### src/rtl/thr_irq_pkg.sv
package thr_irq_pkg;
  localparam int STAT_W = 2;

  // bit 1: power-on, bit 0: threshold
  typedef struct packed {
    logic pwr;
    logic thr;
  } irq_stat_t;
endpackage

### src/rtl/window_cmp.sv
module window_cmp #(
  parameter int DATA_W = 14
) (
  input  logic [DATA_W-1:0] sample_i,
  input  logic [DATA_W-1:0] hi_i,
  input  logic [DATA_W-1:0] lo_i,
  output logic              out_o
);
  logic above, below;

  always_comb begin
    above = sample_i > hi_i;
    below = sample_i < lo_i;
    out_o = above | below;
  end
endmodule

### src/rtl/persist_cnt.sv
module persist_cnt #(
  parameter int PERSIST_W = 4
) (
  input  logic                 clk_i,
  input  logic                 rst_ni,
  input  logic                 en_i,
  input  logic                 valid_i,
  input  logic                 out_i,
  input  logic [PERSIST_W-1:0] limit_i,
  output logic                 fire_o
);
  logic [PERSIST_W-1:0] cnt_q;
  logic [PERSIST_W-1:0] cnt_d;

  // >= so a lowered limit mid-run fires at once
  assign fire_o = en_i & valid_i & out_i & (cnt_q >= limit_i);

  always_comb begin
    cnt_d = cnt_q;
    if (!en_i)                 cnt_d = '0;
    else if (valid_i && !out_i) cnt_d = '0;
    else if (fire_o)           cnt_d = '0;
    else if (valid_i)          cnt_d = cnt_q + 1'b1;
  end

  always_ff @(posedge clk_i or negedge rst_ni) begin
    if (!rst_ni) cnt_q <= '0;
    else         cnt_q <= cnt_d;
  end

  // an in-window sample empties the run
  p_cnt_clear_r4: assert property (@(posedge clk_i) disable iff (!rst_ni)
    (en_i && valid_i && !out_i) |=> (cnt_q == '0));

  // disabled filter stays idle
  p_cnt_idle_r8: assert property (@(posedge clk_i) disable iff (!rst_ni)
    !en_i |=> (cnt_q == '0));

  // a trigger restarts the run
  p_cnt_restart_r5: assert property (@(posedge clk_i) disable iff (!rst_ni)
    fire_o |=> (cnt_q == '0));
endmodule

### src/rtl/irq_status.sv
module irq_status
  import thr_irq_pkg::*;
(
  input  logic      clk_i,
  input  logic      rst_ni,
  input  logic      en_i,
  input  logic      set_i,
  input  logic      rd_i,
  output irq_stat_t stat_o
);
  irq_stat_t stat_q;

  always_ff @(posedge clk_i or negedge rst_ni) begin
    if (!rst_ni) begin
      stat_q.pwr <= 1'b1;
      stat_q.thr <= 1'b0;
    end else begin
      if (rd_i) stat_q.pwr <= 1'b0;
      // set beats read so a coincident event survives
      if (!en_i)      stat_q.thr <= 1'b0;
      else if (set_i) stat_q.thr <= 1'b1;
      else if (rd_i)  stat_q.thr <= 1'b0;
    end
  end

  assign stat_o = stat_q;

  p_pwr_no_rise_r1: assert property (@(posedge clk_i) disable iff (!rst_ni)
    !stat_q.pwr |=> !stat_q.pwr);

  p_read_clears_r6: assert property (@(posedge clk_i) disable iff (!rst_ni)
    (rd_i && !set_i) |=> (!stat_q.thr && !stat_q.pwr));

  p_set_wins_r7: assert property (@(posedge clk_i) disable iff (!rst_ni)
    (en_i && set_i) |=> stat_q.thr);

  p_dis_clears_r8: assert property (@(posedge clk_i) disable iff (!rst_ni)
    !en_i |=> !stat_q.thr);
endmodule

### src/rtl/thr_persist_irq.sv
module thr_persist_irq
  import thr_irq_pkg::*;
#(
  parameter int DATA_W    = 14,
  parameter int PERSIST_W = 4
) (
  input  logic                 clk_i,
  input  logic                 rst_ni,
  input  logic [DATA_W-1:0]    sample_i,
  input  logic                 sample_valid_i,
  input  logic [DATA_W-1:0]    thr_hi_i,
  input  logic [DATA_W-1:0]    thr_lo_i,
  input  logic [PERSIST_W-1:0] persist_i,
  input  logic                 irq_en_i,
  input  logic                 stat_rd_i,
  output logic [STAT_W-1:0]    status_o,
  output logic                 int_no
);
  logic      out_win;
  logic      fire;
  irq_stat_t stat;

  window_cmp #(.DATA_W(DATA_W)) u_cmp (
    .sample_i (sample_i),
    .hi_i     (thr_hi_i),
    .lo_i     (thr_lo_i),
    .out_o    (out_win)
  );

  persist_cnt #(.PERSIST_W(PERSIST_W)) u_cnt (
    .clk_i   (clk_i),
    .rst_ni  (rst_ni),
    .en_i    (irq_en_i),
    .valid_i (sample_valid_i),
    .out_i   (out_win),
    .limit_i (persist_i),
    .fire_o  (fire)
  );

  irq_status u_stat (
    .clk_i  (clk_i),
    .rst_ni (rst_ni),
    .en_i   (irq_en_i),
    .set_i  (fire),
    .rd_i   (stat_rd_i),
    .stat_o (stat)
  );

  assign status_o = stat;
  assign int_no   = ~(stat.pwr | stat.thr);

  // threshold flag only rises after an enabled valid sample
  p_rise_needs_sample_r3: assert property (@(posedge clk_i) disable iff (!rst_ni)
    $rose(status_o[0]) |-> $past(sample_valid_i && irq_en_i));
endmodule

### config.mk
export PLATFORM = sky130hd
export DESIGN_NAME = thr_persist_irq
export DESIGN_NICKNAME = d
export VERILOG_FILES = /design/src/rtl/thr_irq_pkg.sv /design/src/rtl/window_cmp.sv /design/src/rtl/persist_cnt.sv /design/src/rtl/irq_status.sv /design/src/rtl/thr_persist_irq.sv
export SDC_FILE = /design/constraint.sdc
export NUM_CORES = 1
export LEC_CHECK = 0
export BUFFER_PORTS_ARGS = -buffer_cell sky130_fd_sc_hd__buf_4
export CORE_ASPECT_RATIO = 0.8
export CORE_MARGIN = 2
export CORE_UTILIZATION = 43
export CTS_BUF_LIST = sky130_fd_sc_hd__clkbuf_8
export CTS_CLUSTER_DIAMETER = 150
export DETAILED_ROUTE_END_ITERATION = 16
export GPL_TIMING_DRIVEN = 0
export PLACE_DENSITY = 0.78
export SLEW_MARGIN = 20
export SYNTH_ARGS = -nofsm -noshare
export SYNTH_HDL_FRONTEND = slang
export SYNTH_SLANG_ARGS = --single-unit
### constraint.sdc
create_clock -name clk_i -period 1.7 [get_ports clk_i]
set_input_delay 0.085 -clock clk_i [delete_from_list [all_inputs] [get_ports clk_i]]
set_output_delay 0.085 -clock clk_i [all_outputs]
set_load 0.01 [all_outputs]
==> flow_metrics.py, run 1 <==
metrics = {
    "grt": {
        "grt_pass1_vias": 1117,
        "antenna_found_initial": 0,
        "grt_first_pass_wirelength_mm": 4.47,
        "grt_usage_pct": 18.7,
        "grt_max_degree": 8,
        "gr-total-overflow": 0,
    },
    "floorplanning": {
        "rows": 16,
        "dieArea_sq_mm": 0.00300,
        "floorplan.die.height_um": 49.4,
        "die_x_um": 60.8,
        "start_util_pct": 45.4,
        "coreArea_sq_mm": 0.00244,
        "boundaryPins": 54,
    },
    "cts": {
        "cts.path.max_buffers": 2,
        "numCtsBuffers": 3,
        "cts_tree": "done",
        "clkTransAtPathRegs_ns": 0.04,
        "htree_num_levels": 1,
        "cts.sinks": 6,
        "clock_latency_ns": 0.22,
        "cts_root_buf": "clkbuf_8",
    },
    "finish": {
        "register_area_sq_um": 151,
        "drive_above_1_share_pct": 34.3,
        "instances_no_fill": 240,
        "antennaDiodeCount": 0,
        "layout.nets": 288,
        "design_area_sq_mm": 0.00166,
        "multi_input_area_sq_um": 861,
        "areaGrowthSynthToFinish_pct": 49.7,
        "fill_cells": 213,
    },
    "placed_design": {
        "gp_congestion": 0.780,
        "dp_hpwl_mm": 2.37,
        "dp_slack_ns": -0.180,
        "numPortBuffers": 53,
        "place_area_sq_mm": 0.00155,
        "dp_cells": 232,
    },
    "routing": {
        "ant_nets": 0,
        "first_pass_iters": 4,
        "drt_iter0_markers": 21,
        "wire_per_inst_um": 11.5,
        "routed_wl_mm": 2.77,
        "vias": 1189,
        "drt-vias-per-instance": 4.95,
        "remaining_drc_errors": 0,
    },
    "logic_synthesis": {
        "synth_edf_count": 0,
        "async_flop_share_pct": 100,
        "synthFlopType": "dfrtp_1",
        "synth_fp_nets": 226,
        "synth_area_per_cell_sq_um": 7.75,
        "yosys_warnings": 0,
        "yosys.area.top_type": "ha_1",
        "syn_inst": 143,
        "ys_top_cells_by_count": "inv_1 (33), ha_1 (32), nand2_1 (14)",
        "yosysMostFrequentCell": "inv_1",
        "ys_types": 30,
        "synth-seq-cells": 6,
        "synth-seq-area-share_pct": 13.7,
        "synth_area_leaders": "ha_1 (36%), dfrtp_1 (11%), inv_1 (11%)",
        "synth.top_cell.area_share_pct": 36.1,
        "syn-cell-area_sq_mm": 0.00111,
    },
    "worst_hold_path": {
        "worst_hold_startpoint": "irq_en_i",
        "holdPathStages": 3,
        "min_path_type": "primary input to register",
        "min_to": "u_cnt.cnt_q[3]",
    },
    "sta": {
        "worst_pin_slew_ns": 0.384,
        "clock_skew_ns": 0.00568,
        "final-setup-viol-count": 2,
        "period_minus_slack_ns": 1.72,
        "whs_ns": 0.151,
        "worst_slack_ns": -0.0181,
        "max_freq_mhz": 582,
        "fin_crit_sh_pct": 101,
        "drv_slew": 0,
        "slew_headroom_pct": 74.2,
        "finalHoldViolations": 0,
        "rsz0062_at_grt": "yes",
    },
    "run": {
        "maxCapViolCount": 0,
    },
    "critical_path": {
        "cp_max_fo": 4,
        "r2r_start": "u_cnt.cnt_q[0]",
        "crit_arrival_ns": 1.85,
        "rr_endpoint": "u_cnt.cnt_q[2]",
        "reg2regPathDepth": 8,
        "start_kind": "register",
        "worst_ep_required_time_ns": 1.83,
        "crit_type": "register to register",
        "crit_path_end_kind": "register",
        "rrSetupSlack_ns": -0.02,
    },
    "pwr": {
        "p_leak_nw": 0.945,
        "peakVddDrop_v": 0.000511,
        "pwr_density_cell_mw_per_mm2": 424,
    },
    "outcome": {
        "failed_checks": "setup timing",
        "status": "complete, but fails checks",
    },
}
-- sequential cells by signal (all words and copies together) (netlist names) --
register and count:
u_cnt.cnt_q 4, u_stat.stat_o 2
-- stage by stage --
stage / setup TNS [ns] / total power, mW / utilization [%]
after global routing: -0.367 / 0.767 / 67.9
after CTS: -0.218 / 0.703 / 67.5
after detailed placement: -0.687 / 0.463 / 63.5
after floorplan: 0 / 0.321 / -
final: -0.0355 / 0.703 / 67.9
after global placement: -0.479 / 0.448 / 63.5
-- final cells by class --
type,count,share of cell area (%)
inverters,33,7.47
clock inverters,1,0.226
repair buffers,57,26.1
multi-input cells,104,51.9
well taps,36,2.71
flip-flops and latches,6,9.13
clock buffers,3,2.49
-- worst max path at each step --
stage                        start              to  slack, ns  cells past startpoint
floorplan           u_cnt.cnt_q[0]  u_cnt.cnt_q[0]      0.009                      8
CTS                 u_cnt.cnt_q[0]  u_cnt.cnt_q[2]      -0.07                      8
detailed placement  u_cnt.cnt_q[0]  u_cnt.cnt_q[0]      -0.18                      8
global route        u_cnt.cnt_q[0]  u_cnt.cnt_q[2]      -0.10                      8
finish              u_cnt.cnt_q[0]  u_cnt.cnt_q[2]      -0.02                      8
global placement    u_cnt.cnt_q[0]  u_cnt.cnt_q[0]      -0.11                      8
-- cells in the final DEF, fill, tap and decap left out, types with 2 or more instances in the layout --
cell type and instances:
a211o_1 2, nand2_1 14, nand4_1 4, o21ai_2 2, nand2b_1 2, a21oi_1 11
buf_4 55, o21ai_1 3, nand3_1 6, dfrtp_1 5, inv_1 33, ha_1 31
clkbuf_8 3, nor2_1 4, a21o_1 2, nor2b_1 3, o21ai_0 4, dlygate4sd3_1 2
-- power by group --
part	internal, mW	leakage, nW	switching (mW)
Clock	0.155	0.0269	0.0583
Combinational	0.187	0.839	0.149
Sequential	0.149	0.0791	0.00482
-- worst max-delay path: stages, from the launching register on --
cell and delay [ns]:
dfrtp_1 0.39, inv_2 0.08, ha_4 0.19, nand2b_4 0.12, a21o_1 0.14, a211o_1 0.30, a21boi_2 0.14, a22oi_2 0.09
o21ai_1 0.17
-- per-layer routing --
metal / share of wire [%] / vias up / track usage [%]
met1: 44 / 534 / 23.4
met3: 5.9 / 4 / 2.12
met5: 0 / - / 0
li1: - / 615 / -
met2: 49 / 36 / 33.9
met4: 1.1 / 0 / 3.26
-- what timing repair did --
item                                    4_1_cts  5_1_grt
resized for setup                             4        1
endpoints found under the hold margin         7        0
setup buffers                                 1        1
endpoints found under the setup margin        5        5
cloned                                        0        0
pin swaps                                     8        4
hold buffers                                  2        0
-- logic make-up (layout without fill, tap and decap cells) --
logic type / Yosys count / count (layout) / share of synthesized area [%]
AOI/OAI and AO/OA: 34 / 34 / 21.7
adders and majority gates: 32 / 32 / 36.1
buffers and inverters: 33 / 94 / 11.2
DFF: 6 / 6 / 13.7
and+or+nand+nor: 38 / 38 / 17.4
Note: power is estimated with default switching activity, not from simulation.
==> inputs of run 2 (changes only) <==
==> constraint.sdc (replaced) <==
create_clock -name clk_i -period 1.7 [get_ports clk_i]
set_input_delay 0.34 -clock clk_i [delete_from_list [all_inputs] [get_ports clk_i]]
set_output_delay 0.34 -clock clk_i [all_outputs]
set_load 0.01 [all_outputs]
==> flow_metrics.py, run 2 (same netlist as run 1, synthesis figures left out) <==
metrics = {
    "critical_path": {
        "rr_endpoint": "u_cnt.cnt_q[0]",
        "path_cells": "buf_8 > inv_12 > ha_4 > a211o_1 > a21oi_2 > o21ai_2 > a2111oi_4 > a22oi_2 > o21ai_1",
        "r2r_start": "u_cnt.cnt_q[0]",
        "crit_arrival_ns": 1.93,
        "cp_max_fo": 4,
        "worst_ep_required_time_ns": 1.84,
        "reg2regPathDepth": 8,
        "crit_type": "primary input to register",
        "crit_family": "compound AO/OA/AOI/OAI gates",
        "crit_start": "thr_lo_i[3]",
        "start_kind": "primary input",
        "critPathMaxStageDelay_ns": 0.41,
        "crit_path_end_kind": "register",
        "crit_path_top_delay_cell": "a2111oi_4",
        "worst-path-buf-inv": 2,
        "rrSetupSlack_ns": -0.09,
    },
    "finish": {
        "design_area_sq_mm": 0.00170,
        "largest_reg_flops": 4,
        "drive_above_1_share_pct": 35.6,
        "layout.nets": 286,
        "areaGrowthSynthToFinish_pct": 52.9,
        "antennaDiodeCount": 0,
        "fill_cells": 210,
        "final_util_pct": 69.4,
        "mostFrequentLayoutCells": "buf_4 (52), inv_1 (33), ha_1 (29)",
        "top_register": "u_cnt.cnt_q",
        "layout_commonest_cell": "buf_4",
    },
    "sta": {
        "finalHoldViolations": 0,
        "period_minus_slack_ns": 1.79,
        "rsz0062_at_grt": "yes",
        "drv_slew": 0,
        "worst_pin_slew_ns": 0.351,
        "clock_skew_ns": 0.00375,
        "worst_slack_ns": -0.0932,
        "whs_ns": 0.244,
        "fin_crit_sh_pct": 105,
        "final-setup-viol-count": 5,
        "max_freq_mhz": 558,
        "slew_headroom_pct": 76.4,
    },
    "routing": {
        "ant_nets": 0,
        "routed_wl_mm": 2.63,
        "drt_iter0_markers": 33,
        "drt-vias-per-instance": 4.86,
        "vias": 1157,
        "remaining_drc_errors": 0,
        "first_pass_iters": 4,
        "wire_per_inst_um": 11.0,
    },
    "floorplanning": {
        "coreArea_sq_mm": 0.00244,
        "boundaryPins": 54,
        "dieArea_sq_mm": 0.00300,
        "die_x_um": 60.8,
        "floorplan.die.height_um": 49.4,
        "start_util_pct": 45.4,
        "rows": 16,
    },
    "pwr": {
        "peakVddDrop_v": 0.000313,
        "p_leak_nw": 0.942,
        "pwr_density_cell_mw_per_mm2": 417,
    },
    "cts": {
        "clock_latency_ns": 0.22,
        "cts.path.max_buffers": 2,
        "cts_tree": "done",
        "clkTransAtPathRegs_ns": 0.04,
        "cts_root_buf": "clkbuf_8",
        "htree_num_levels": 1,
        "numCtsBuffers": 3,
        "cts.sinks": 6,
    },
    "grt": {
        "grt_first_pass_wirelength_mm": 4.69,
        "grt_pass1_vias": 1215,
        "grt_max_degree": 8,
        "gr-total-overflow": 0,
        "antenna_found_initial": 0,
        "grt_usage_pct": 19.7,
    },
    "outcome": {
        "failed_checks": "setup timing",
        "status": "complete, but fails checks",
    },
    "placed_design": {
        "dp_hpwl_mm": 2.35,
        "place_area_sq_mm": 0.00158,
        "gp_congestion": 0.729,
        "numPortBuffers": 53,
    },
    "run": {
        "maxCapViolCount": 0,
    },
    "worst_hold_path": {
        "worst_hold_startpoint": "stat_rd_i",
        "min_to": "u_stat.stat_o[1]",
        "min_path_type": "primary input to register",
        "holdPathStages": 2,
    },
}
## run 2: where the power goes
| part | total, mW | internal [mW] | switching (mW) |
|---|---|---|---|
| combinational | 0.338 | 0.183 | 0.155 |
| clock | 0.216 | 0.155 | 0.0607 |
| sequential | 0.153 | 0.149 | 0.00450 |
| total | 0.707 | 0.487 | 0.220 |
## run 2: how the worst max path moves through the flow
stage | cells past startpoint | slack (ns) | to
6_report | 9 | -0.09 | u_cnt.cnt_q[0]
5_1_grt | 9 | -0.19 | u_cnt.cnt_q[0]
4_1_cts | 9 | -0.1 | u_cnt.cnt_q[0]
3_5_place_dp | 9 | -0.37 | u_cnt.cnt_q[0]
3_3_place_gp | 9 | -0.29 | u_cnt.cnt_q[0]
2_1_floorplan | 8 | -0.03 | u_cnt.cnt_q[0]
## run 2: area by class of cell
class                           count  area (sq um)  share of cell area [%]
Clock buffer                        3          41.3                    2.44
Multi-Input combinational cell    104           887                    52.3
Tap cell                           36          45.0                    2.66
Sequential cell                     6           151                    8.93
Timing Repair Buffer               55           430                    25.4
Inverter                           33           136                    8.04
Clock inverter                      1          3.75                   0.221
## run 2: worst register-to-register path, delay by kind of cell, from the launching register on
family,cells,cell delay (ns)
AO/OA/AOI/OAI,5,0.90
buffers and inverters,1,0.08
AND/OR/NAND/NOR,1,0.14
adder cells (fa/ha/maj),1,0.22
flip-flops,1,0.38
## run 2: per-layer routing
layer  wire (um)  GRT usage, %  up-vias
met3         100          3.18        0
li1            -             -      611
met2        1410          38.4       28
met4           0          1.09        0
met1        1120          22.6      518
met5           0             0        -
## run 2: timing repair
item | 4_1_cts | 5_1_grt
setup endpoints to repair | 5 | 5
pin swaps | 10 | 5
endpoints found under the hold margin | 5 | 0
hold buffers | 1 | 0
buffers inserted | 1 | 0
gates resized for setup | 7 | 4
## run 2: stage by stage
stage	setup TNS (ns)	setup WS (ns)	cells	power (mW)
floorplan	-0.170	-0.0343	143	0.325
global placement	-1.42	-0.286	232	0.456
detailed placement	-1.75	-0.368	232	0.473
CTS	-0.393	-0.0955	238	0.707
global route	-0.839	-0.193	238	0.764
finish	-0.366	-0.0932	238	0.707
==> inputs of run 3 (changes only) <==
- PLACE_DENSITY: 0.78 -> unset
- PLACE_DENSITY_LB_ADDON: unset -> 0.12
==> flow_metrics.py, run 3 (same netlist as run 1, synthesis figures left out) <==
metrics = {
    "finish": {
        "drive_above_1_share_pct": 39.6,
        "top_register": "u_cnt.cnt_q",
        "layout_commonest_cell": "buf_4",
        "design_area_sq_mm": 0.00178,
        "areaGrowthSynthToFinish_pct": 60.3,
        "fill_cells": 198,
        "instances_no_fill": 248,
        "final_util_pct": 72.7,
        "mostFrequentLayoutCells": "buf_4 (62), inv_1 (32), ha_1 (29)",
        "largest_reg_flops": 4,
        "antennaDiodeCount": 0,
        "layout.nets": 296,
    },
    "pwr": {
        "swShare_pct": 31.6,
        "peakVddDrop_v": 0.000336,
        "clkPwrFrac_pct": 29.5,
        "intPower_mw": 0.527,
        "p_seq_share_pct": 19.9,
        "switchingPower_mw": 0.244,
        "combPwrFrac_pct": 50.5,
        "p_leak_nw": 0.993,
        "pwr_density_cell_mw_per_mm2": 434,
    },
    "grt": {
        "grt_pass1_vias": 1171,
        "grt_max_degree": 8,
        "antenna_found_initial": 0,
        "gr-total-overflow": 0,
        "grt_usage_pct": 19.9,
        "grt_first_pass_wirelength_mm": 4.67,
    },
    "placed_design": {
        "dp_cells": 232,
        "place_area_sq_mm": 0.00158,
        "dp_hpwl_mm": 2.29,
        "numPortBuffers": 53,
        "dp_slack_ns": -0.325,
        "gp_congestion": 0.781,
    },
    "sta": {
        "final-setup-viol-count": 4,
        "drv_slew": 0,
        "max_freq_mhz": 568,
        "rsz0062_at_grt": "yes",
        "clock_skew_ns": 0.00253,
        "worst_pin_slew_ns": 0.326,
        "period_minus_slack_ns": 1.76,
        "fin_crit_sh_pct": 104,
        "worst_slack_ns": -0.0612,
        "finalHoldViolations": 0,
        "slew_headroom_pct": 78.3,
    },
    "cts": {
        "cts_tree": "done",
        "numCtsBuffers": 3,
        "cts.path.max_buffers": 2,
        "cts.sinks": 6,
        "clock_latency_ns": 0.23,
        "htree_num_levels": 1,
        "cts_root_buf": "clkbuf_8",
        "clkTransAtPathRegs_ns": 0.04,
    },
    "routing": {
        "ant_nets": 0,
        "wire_per_inst_um": 11.3,
        "routed_wl_mm": 2.80,
        "drt_iter0_markers": 27,
        "remaining_drc_errors": 0,
        "drt-vias-per-instance": 4.78,
        "vias": 1185,
        "first_pass_iters": 4,
    },
    "critical_path": {
        "worst_ep_required_time_ns": 1.85,
        "crit_type": "register to register",
        "worst-path-buf-inv": 1,
        "crit_arrival_ns": 1.91,
        "cp_max_fo": 4,
        "crit_path_end_kind": "register",
        "crit_path_top_delay_cell": "dfrtp_1",
        "critPathMaxStageDelay_ns": 0.39,
        "path_cells": "inv_2 > ha_4 > nand2b_4 > a21o_1 > a211o_1 > a21boi_2 > a22oi_2 > o21ai_1",
        "crit_family": "compound AO/OA/AOI/OAI gates",
        "start_kind": "register",
    },
    "floorplanning": {
        "rows": 16,
        "coreArea_sq_mm": 0.00244,
        "start_util_pct": 45.4,
        "dieArea_sq_mm": 0.00300,
        "floorplan.die.height_um": 49.4,
        "die_x_um": 60.8,
        "boundaryPins": 54,
    },
    "run": {
        "maxCapViolCount": 0,
    },
    "outcome": {
        "status": "complete, but fails checks",
        "failed_checks": "setup timing",
    },
    "worst_hold_path": {
        "min_path_type": "primary input to register",
    },
}
run 3: final cells by class:
class | instances | area (sq um) | share of cell area, %
well taps | 36 | 45.0 | 2.54
clock buffers | 3 | 41.3 | 2.32
flip-flops and latches | 6 | 151 | 8.52
clock inverters | 1 | 3.75 | 0.211
multi-input cells | 104 | 897 | 50.5
inverters | 33 | 136 | 7.68
repair buffers | 65 | 502 | 28.2
run 3: worst paths after layout:
check / startpoint / to / slack (ns) / cells after the start
worst min-delay path: stat_rd_i / u_stat.stat_o[1] / 0.24 / 2
min in group asynchronous: rst_ni / u_cnt.cnt_q[0] / 0.46 / 2
worst max-delay path: u_cnt.cnt_q[0] / u_cnt.cnt_q[3] / -0.06 / 8
worst min register to register: u_stat.stat_o[1] / u_stat.stat_o[1] / 0.50 / 1
worst max register to register: u_cnt.cnt_q[0] / u_cnt.cnt_q[3] / -0.06 / 8
max in group asynchronous: rst_ni / u_stat.stat_o[1] / 1.03 / 2
run 3: through the flow:
stage               hold WS [ns]  total power, mW  setup TNS, ns
floorplan                 0.0444            0.325         -0.170
global placement           0.149            0.457          -1.50
detailed placement         0.151            0.470          -1.61
CTS                        0.244            0.747         -0.290
global route               0.250            0.836         -0.533
finish                     0.244            0.771         -0.236
run 3: layer usage:
layer	global-route usage, %	share of wire, %
met2	35.7	50
met1	24.3	44
met5	0	0
met4	2.54	0.43
met3	4.51	6.1
run 3: power groups by stage:
stage	Clock [mW]	Combinational (mW)	Sequential (mW)
3_5_place_dp	0	0.313	0.157
3_3_place_gp	0	0.301	0.156
4_1_cts	0.231	0.363	0.153
2_1_floorplan	0	0.169	0.155
6_report	0.228	0.390	0.154
5_1_grt	0.245	0.438	0.154
run 3: repair_timing:
item                                    CTS  global route
hold buffers                              1             0
setup buffers                            10             1
resized for setup                         3            10
pin swaps                                10            14
endpoints found under the setup margin    5             5
endpoints found under the hold margin     5             0
